## config.mk

```make
export PLATFORM = sky130hd
export DESIGN_NAME = pwr_evt_flags
export DESIGN_NICKNAME = d
export VERILOG_FILES = /design/src/rtl/pef_pkg.sv /design/src/rtl/pef_sync.sv /design/src/rtl/pef_ctrl.sv /design/src/rtl/pef_flags.sv /design/src/rtl/pwr_evt_flags.sv
export SDC_FILE = /design/constraint.sdc
export NUM_CORES = 1
export LEC_CHECK = 0
export ABC_AREA = 1
export BUFFER_PORTS_ARGS = -buffer_cell sky130_fd_sc_hd__buf_2
export CELL_PAD_IN_SITES_DETAIL_PLACEMENT = 2
export CELL_PAD_IN_SITES_GLOBAL_PLACEMENT = 2
export CORE_UTILIZATION = 30
export DETAILED_ROUTE_END_ITERATION = 8
export GPL_TIMING_DRIVEN = 0
export PLACE_DENSITY = 0.88
export SLEW_MARGIN = 20
export SYNTH_ARGS = -nofsm -noshare
export SYNTH_HDL_FRONTEND = slang
export SYNTH_HIERARCHICAL = 1
export SYNTH_SLANG_ARGS = --single-unit
```

## constraint.sdc

```tcl
create_clock -name clk -period 1.67 [get_ports clk]
set_input_delay 0.334 -clock clk [delete_from_list [all_inputs] [get_ports clk]]
set_output_delay 0.334 -clock clk [all_outputs]
set_load 0.1 [all_outputs]
```

## src/rtl/pef_pkg.sv

```systemverilog
package pef_pkg;
  localparam int FlagCount = 3;
  localparam int BitBtn    = 0;
  localparam int BitRise   = 1;
  localparam int BitBrown  = 2;

  // Per-flag set and clear strobes from control to the flag datapath
  typedef struct packed {
    logic [FlagCount-1:0] setVec;
    logic [FlagCount-1:0] clrVec;
  } flagStrobes_t;
endpackage

```

## src/rtl/pef_sync.sv

```systemverilog
module pef_sync #(
  parameter int Width  = 2,
  parameter int Stages = 2
) (
  input  logic             clk,
  input  logic             rstN,
  input  logic [Width-1:0] asyncIn,
  output logic [Width-1:0] syncOut
);
  localparam int PipeW = Width * Stages;

  logic [PipeW-1:0] pipe;

  generate
    if (Stages < 2) begin : g_bad
      initial $error("pef_sync needs at least two stages");
    end
  endgenerate

  always_ff @(posedge clk or negedge rstN) begin
    if (!rstN) pipe <= '0;
    else       pipe <= {pipe[PipeW-Width-1:0], asyncIn};
  end

  assign syncOut = pipe[PipeW-1 -: Width];
endmodule

```

## src/rtl/pef_ctrl.sv

```systemverilog
module pef_ctrl
  import pef_pkg::*;
#(
  parameter int SyncStages = 2,
  parameter int MaskCycles = 4
) (
  input  logic                 clk,
  input  logic                 rstN,
  input  logic                 btnIn,
  input  logic                 pgIn,
  input  logic                 wakeTimerEvt,
  input  logic                 sleepReq,
  input  logic                 wrEn,
  input  logic [FlagCount-1:0] wrData,
  output flagStrobes_t         stb
);
  localparam int MaskW = $clog2(MaskCycles + 2);
  localparam logic [MaskW-1:0] MaskLoad = MaskW'(MaskCycles);

  logic [1:0] syncd;
  logic [1:0] prevSync;
  logic       btnRise;
  logic       pgRise;
  logic       pgFall;
  logic       wakeEvt;
  logic       maskActive;
  logic [MaskW-1:0] maskCnt;

  pef_sync #(.Width(2), .Stages(SyncStages)) u_sync (
    .clk     (clk),
    .rstN    (rstN),
    .asyncIn ({pgIn, btnIn}),
    .syncOut (syncd)
  );

  always_ff @(posedge clk or negedge rstN) begin
    if (!rstN) prevSync <= '0;
    else       prevSync <= syncd;
  end

  assign btnRise = syncd[0] & ~prevSync[0];
  assign pgRise  = syncd[1] & ~prevSync[1];
  assign pgFall  = ~syncd[1] & prevSync[1];
  assign wakeEvt = btnRise | wakeTimerEvt;

  // Window after a wake event in which a power-good fall is not a brownout
  always_ff @(posedge clk or negedge rstN) begin
    if (!rstN)                maskCnt <= '0;
    else if (wakeEvt)         maskCnt <= MaskLoad;
    else if (maskCnt != '0)   maskCnt <= maskCnt - 1'b1;
  end

  assign maskActive = wakeEvt | (maskCnt != '0);

  always_comb begin
    stb = '0;
    stb.setVec[BitBtn]   = btnRise;
    stb.setVec[BitRise]  = pgRise;
    stb.setVec[BitBrown] = pgFall & ~maskActive;
    stb.clrVec           = wrEn ? ~wrData : '0;
    stb.clrVec[BitBtn]   = stb.clrVec[BitBtn] | sleepReq;
  end
endmodule

```

## src/rtl/pef_flags.sv

```systemverilog
module pef_flags
  import pef_pkg::*;
(
  input  logic                 clk,
  input  logic                 rstN,
  input  flagStrobes_t         stb,
  output logic [FlagCount-1:0] flags,
  output logic                 irq
);
  generate
    for (genvar i = 0; i < FlagCount; i++) begin : g_flag
      always_ff @(posedge clk or negedge rstN) begin
        if (!rstN)              flags[i] <= 1'b0;
        else if (stb.setVec[i]) flags[i] <= 1'b1;
        else if (stb.clrVec[i]) flags[i] <= 1'b0;
      end
    end
  endgenerate

  assign irq = flags[BitRise] | flags[BitBrown];
endmodule

```

## src/rtl/pwr_evt_flags.sv

```systemverilog
module pwr_evt_flags
  import pef_pkg::*;
#(
  parameter int SyncStages = 2,
  parameter int MaskCycles = 4
) (
  input  logic       clk,
  input  logic       rstN,
  input  logic       btnIn,
  input  logic       pgIn,
  input  logic       wakeTimerEvt,
  input  logic       sleepReq,
  input  logic       wrEn,
  input  logic [2:0] wrData,
  output logic [2:0] rdData,
  output logic       irq
);
  flagStrobes_t stb;

  pef_ctrl #(.SyncStages(SyncStages), .MaskCycles(MaskCycles)) u_ctrl (
    .clk          (clk),
    .rstN         (rstN),
    .btnIn        (btnIn),
    .pgIn         (pgIn),
    .wakeTimerEvt (wakeTimerEvt),
    .sleepReq     (sleepReq),
    .wrEn         (wrEn),
    .wrData       (wrData),
    .stb          (stb)
  );

  pef_flags u_flags (
    .clk   (clk),
    .rstN  (rstN),
    .stb   (stb),
    .flags (rdData),
    .irq   (irq)
  );
endmodule

```

---- Word level (Yosys, flattened, before mapping) ----
Index checks and enable logic that the tools add are counted.
cells by class
  bitwise operators ....................... 13
  order comparisons ....................... 0
  reduce and logical (&&, ||, !) cells .... 5
  $mul .................................... 0
  add/sub/neg operators ................... 1
  mux-type cells .......................... 9
  shifts and indexed selects .............. 0
  divide/modulo/power cells ............... 0
  equality and inequality tests ........... 0
operators by type and width
  operator               number
  $mux W3                3
  $reduce_bool A2 Y1     4
  $mux W1                6
  $and A1 B1 Y1          4
  $not A1 Y1             4
  $or A1 B1 Y1           4
  $not A3 Y3             1
  $reduce_bool A3 Y1     1
  $sub A3 B1 Y3 const B  1
word-level totals
  input port bits ......................... 10
  memories kept ........................... 0
  bits in read-only memories .............. 0
  output and inout bits ................... 4
  flip-flop bits (word level) ............. 12
  bits in writable memories ............... 0
  latch bits .............................. 0

---- Depth between registers and ports, before layout ----
  depth in word-level cells ............... 7
  gate-level depth with buffers ........... 6
  depth with buffers taken out ............ 6

---- By module ----
Netlist, hierarchy kept.
by module, submodules not included
  module     area each (µm²)  cells each  seq. area each (µm²)  instances
  pef_ctrl   297.8            39          125.1                 1
  pef_flags  126.4            16          75.1                  1
  pef_sync   115.1            6           100.1                 1

---- Worst setup path after synthesis ----
OpenSTA, ideal clock, no wires.
  path kind ............................... reg2out
  start ................................... reg u_flags.flags[2]
  end ..................................... out irq
  path slack .............................. -0.384 ns
  stages on the path, launching flop included .. 2
  data arrival time ....................... 1.720 ns
  cell sequence ........................... dfrtp_1 -> or2_1
on the way
  longest elaborated chain between the ends .. 1
ends and longest elaborated chain
  element                            RTL line             text
  from (decl)                        pef_flags.sv:7       output logic [FlagCount-1:0] flags,
  from (signal, indexed assignment)  pef_flags.sv:13      if (!rstN) flags[i] <= 1'b0;
  from (signal, indexed assignment)  pef_flags.sv:14      else if (stb.setVec[i]) flags[i] <= 1'b1;
  from (signal, indexed assignment)  pef_flags.sv:15      else if (stb.clrVec[i]) flags[i] <= 1'b0;
  $or A1 B1 Y1                       pef_flags.sv:20      assign irq = flags[BitRise] | flags[BitBrown];
  to (decl)                          pwr_evt_flags.sv:16  output logic irq
No other way between the ends.

---- Worst setup path in the final report ----
Same ends and word-level chain as after synthesis.

==> out/qor.yml <==
pwr:
  powerDensity_nw_per_um2: 1140
  power.switching_uw: 271
  p_leak_uw: 0.000391
  p_int_uw: 506
  power_frac_seq: 0.426
  p_total_uw: 777
  p_clk_frac: 0.310
  max-vdd-ir-drop_uv: 493
  p_sw_frac: 0.348
  p_comb_frac: 0.264
floorplanning:
  dieArea_sq_um: 1970
  rows: 14
  die_x_um: 44.4
  die-height_um: 44.4
  core_sq_um: 1590
  initial_utilization: 0.338
  num_io_pins: 14
cells_and_area:
  multiInputGateArea_sq_um: 149
  fin_nets: 92
  regArea_sq_um: 303
  fill_cells: 199
  finish.instance_area_sq_um: 683
  syn_to_final_growth_pct: 26.7
  insertedDiodeCount: 0
  drive_gt1_frac: 0.342
synth:
  postSynthAreaPerCell_sq_um: 8.84
  ys_seq_area_frac: 0.557
  synthCells: 61
  syn-num-nets: 73
  synth_top_area_cell: "dfrtp_1"
  synthTopCellsByArea: "dfrtp_1 56%, inv_1 10%, nand2_1 9.0%"
  netlist.area_leader.share: 0.557
  yosysUniqueCellTypes: 14
  synth_seq_cells: 12
  synth_area_sq_um: 539
  ys_warn_count: 6
outcome:
  status: "finished, final reports clean"
grt:
  grt_pass1_wl_mm: 2.19
  grt_usage: 0.165
  antenna_found_initial: 0
  first_global_vias: 503
  grt_max_degree: 13
  grt_remaining_overflow: 0
detailed_routing:
  drc: 0
  routedWlPerCell_um: 12.2
  routed_wl_mm: 1.25
  drt_iter0_drc: 0
  firstDrtPassIters: 1
  avgViaCountPerCell: 4.12
  routed-via-count: 424
  ant_nets: 0
timing:
  worst_slew_pin_slew_ns: 0.487
  period_needed_ns: 1.61
  final-setup-viol-count: 0
  hold_ws_ns: 0.153
  rsz0062_at_grt: "false"
  max_freq_ghz: 0.621
  drv_slew: 0
  finalHoldViolations: 0
  slew_headroom: 0.678
  tns_ns: 0
  fin_ws_ns: 0.0600
  clock_skew_ns: 0.00294
  post-route-period-util: 0.964
hold_path:
  hp-class: "in2reg"
  hold_depth: 1
critical_path:
  worstReg2RegEnd: "u_flags/flags[2]$_DFFE_PN0P_"
  cp-end-kind: "primary output"
  crit_end: "irq"
  required_ns: 1.34
  crit_start: "u_flags/flags[2]$_DFFE_PN0P_"
  reg2reg_depth: 6
  r2r-start: "u_ctrl/maskCnt[0]$_DFFE_PN0P_"
  worstSetupPathType: "reg2out"
  crit_fanout: 3
  start_kind: "flop"
  arrival_ns: 1.28
  rrSetupSlack_ns: 0.51
clock_tree:
  numCtsBuffers: 3
  h-tree-depth: 1
  cts_tree: "built"
  insertion_delay_ns: 0.28
  cts_root_buffer: "clkbuf_4"
  clk_path_buf_depth: 2
  cts_num_sinks: 12
  cts_resized: 0
  path_clk_slew_ns: 0.08
flow_run:
  maxCapViolations: 0
placement:
  port_buffers: 13
  placed_area_sq_um: 637
  hpwl_um: 883
  gp_congestion: 0.709
  pre_cts_slack_ns: 0.364
## state kept, by name, indices dropped and copies added (netlist names)
| register | count |
|---|---|
| u_ctrl/u_sync/pipe | 4 |
| u_ctrl/maskCnt | 3 |
| u_flags/flags | 3 |
| u_ctrl/prevSync | 2 |
## metrics by stage
stage,instances,util
floorplan,61,-
global placement,98,0.400
detailed placement,98,0.400
CTS,103,0.429
global route,103,0.429
finish,103,0.429
## how the worst min path moves through the flow
stage / slack, ns / from / endpoint
floorplan: 0.04 / rstN / u_ctrl/maskCnt[0]$_DFFE_PN0P_
CTS: 0.14 / btnIn / u_ctrl/u_sync/pipe[0]$_DFF_PN0_
global route: 0.14 / btnIn / u_ctrl/u_sync/pipe[0]$_DFF_PN0_
global placement: 0.22 / rstN / u_ctrl/u_sync/pipe[0]$_DFF_PN0_
finish: 0.15 / btnIn / u_ctrl/u_sync/pipe[0]$_DFF_PN0_
detailed placement: 0.23 / rstN / u_ctrl/u_sync/pipe[2]$_DFF_PN0_
## metal layers
layer	global-route usage	up-vias	share of wire
met4	0.0727	0	0.011
met1	0.154	199	0.39
met3	0.0367	2	0.042
met5	0	-	0
li1	-	208	-
met2	0.329	15	0.56
## synthesized netlist by cell type
cell type,number
inv_1,15
nand2_1,13
dfrtp_1,12
nor2_1,5
buf_4,4
nand3_1,3
ha_1,2
a21oi_2,1
inv_2,1
nand2_2,1
nand4_1,1
o21bai_1,1
or2_0,1
or2_1,1
## logic make-up after synthesis
group / Yosys count / share of synthesized area
and+or+nand+nor: 25 / 0.200
buffers and inverters: 20 / 0.167
DFF: 12 / 0.557
AOI/OAI and AO/OA: 2 / 0.0302
adders and majority gates: 2 / 0.0464
## power by group through the flow
stage	clock (uW)	sequential [uW]	combinational [uW]
after floorplan	0	383	108
after global placement	0	334	194
after detailed placement	0	337	204
after CTS	252	332	209
after global routing	257	335	228
final	241	331	205
## cell type report
class	count	area share
buffer	4	0.0440
tap	24	0.0440
clock buffer	4	0.0531
sequential	12	0.443
multi-input combinational	29	0.218
timing repair buffer	14	0.110
inverter	16	0.0879
## timing repair
action                    CTS  global route
buffers inserted            0             0
hold endpoints to repair   12             0
hold buffers                1             0
## critical path, stage by stage (launching register included)
cell	delay [ns]
dfrtp_2	0.42
or2_2	0.29
buf_2	0.29
## placed cells by master (no fill, tap or decap), drive strengths merged
cell          n
a21oi         1
buf          17
clkbuf        4
dfrtp        12
dlygate4sd3   1
ha            2
inv          16
nand2        14
nand3         3
nand4         1
nor2          5
o21bai        1
or2           2
Power figures use the tool's default switching activity.
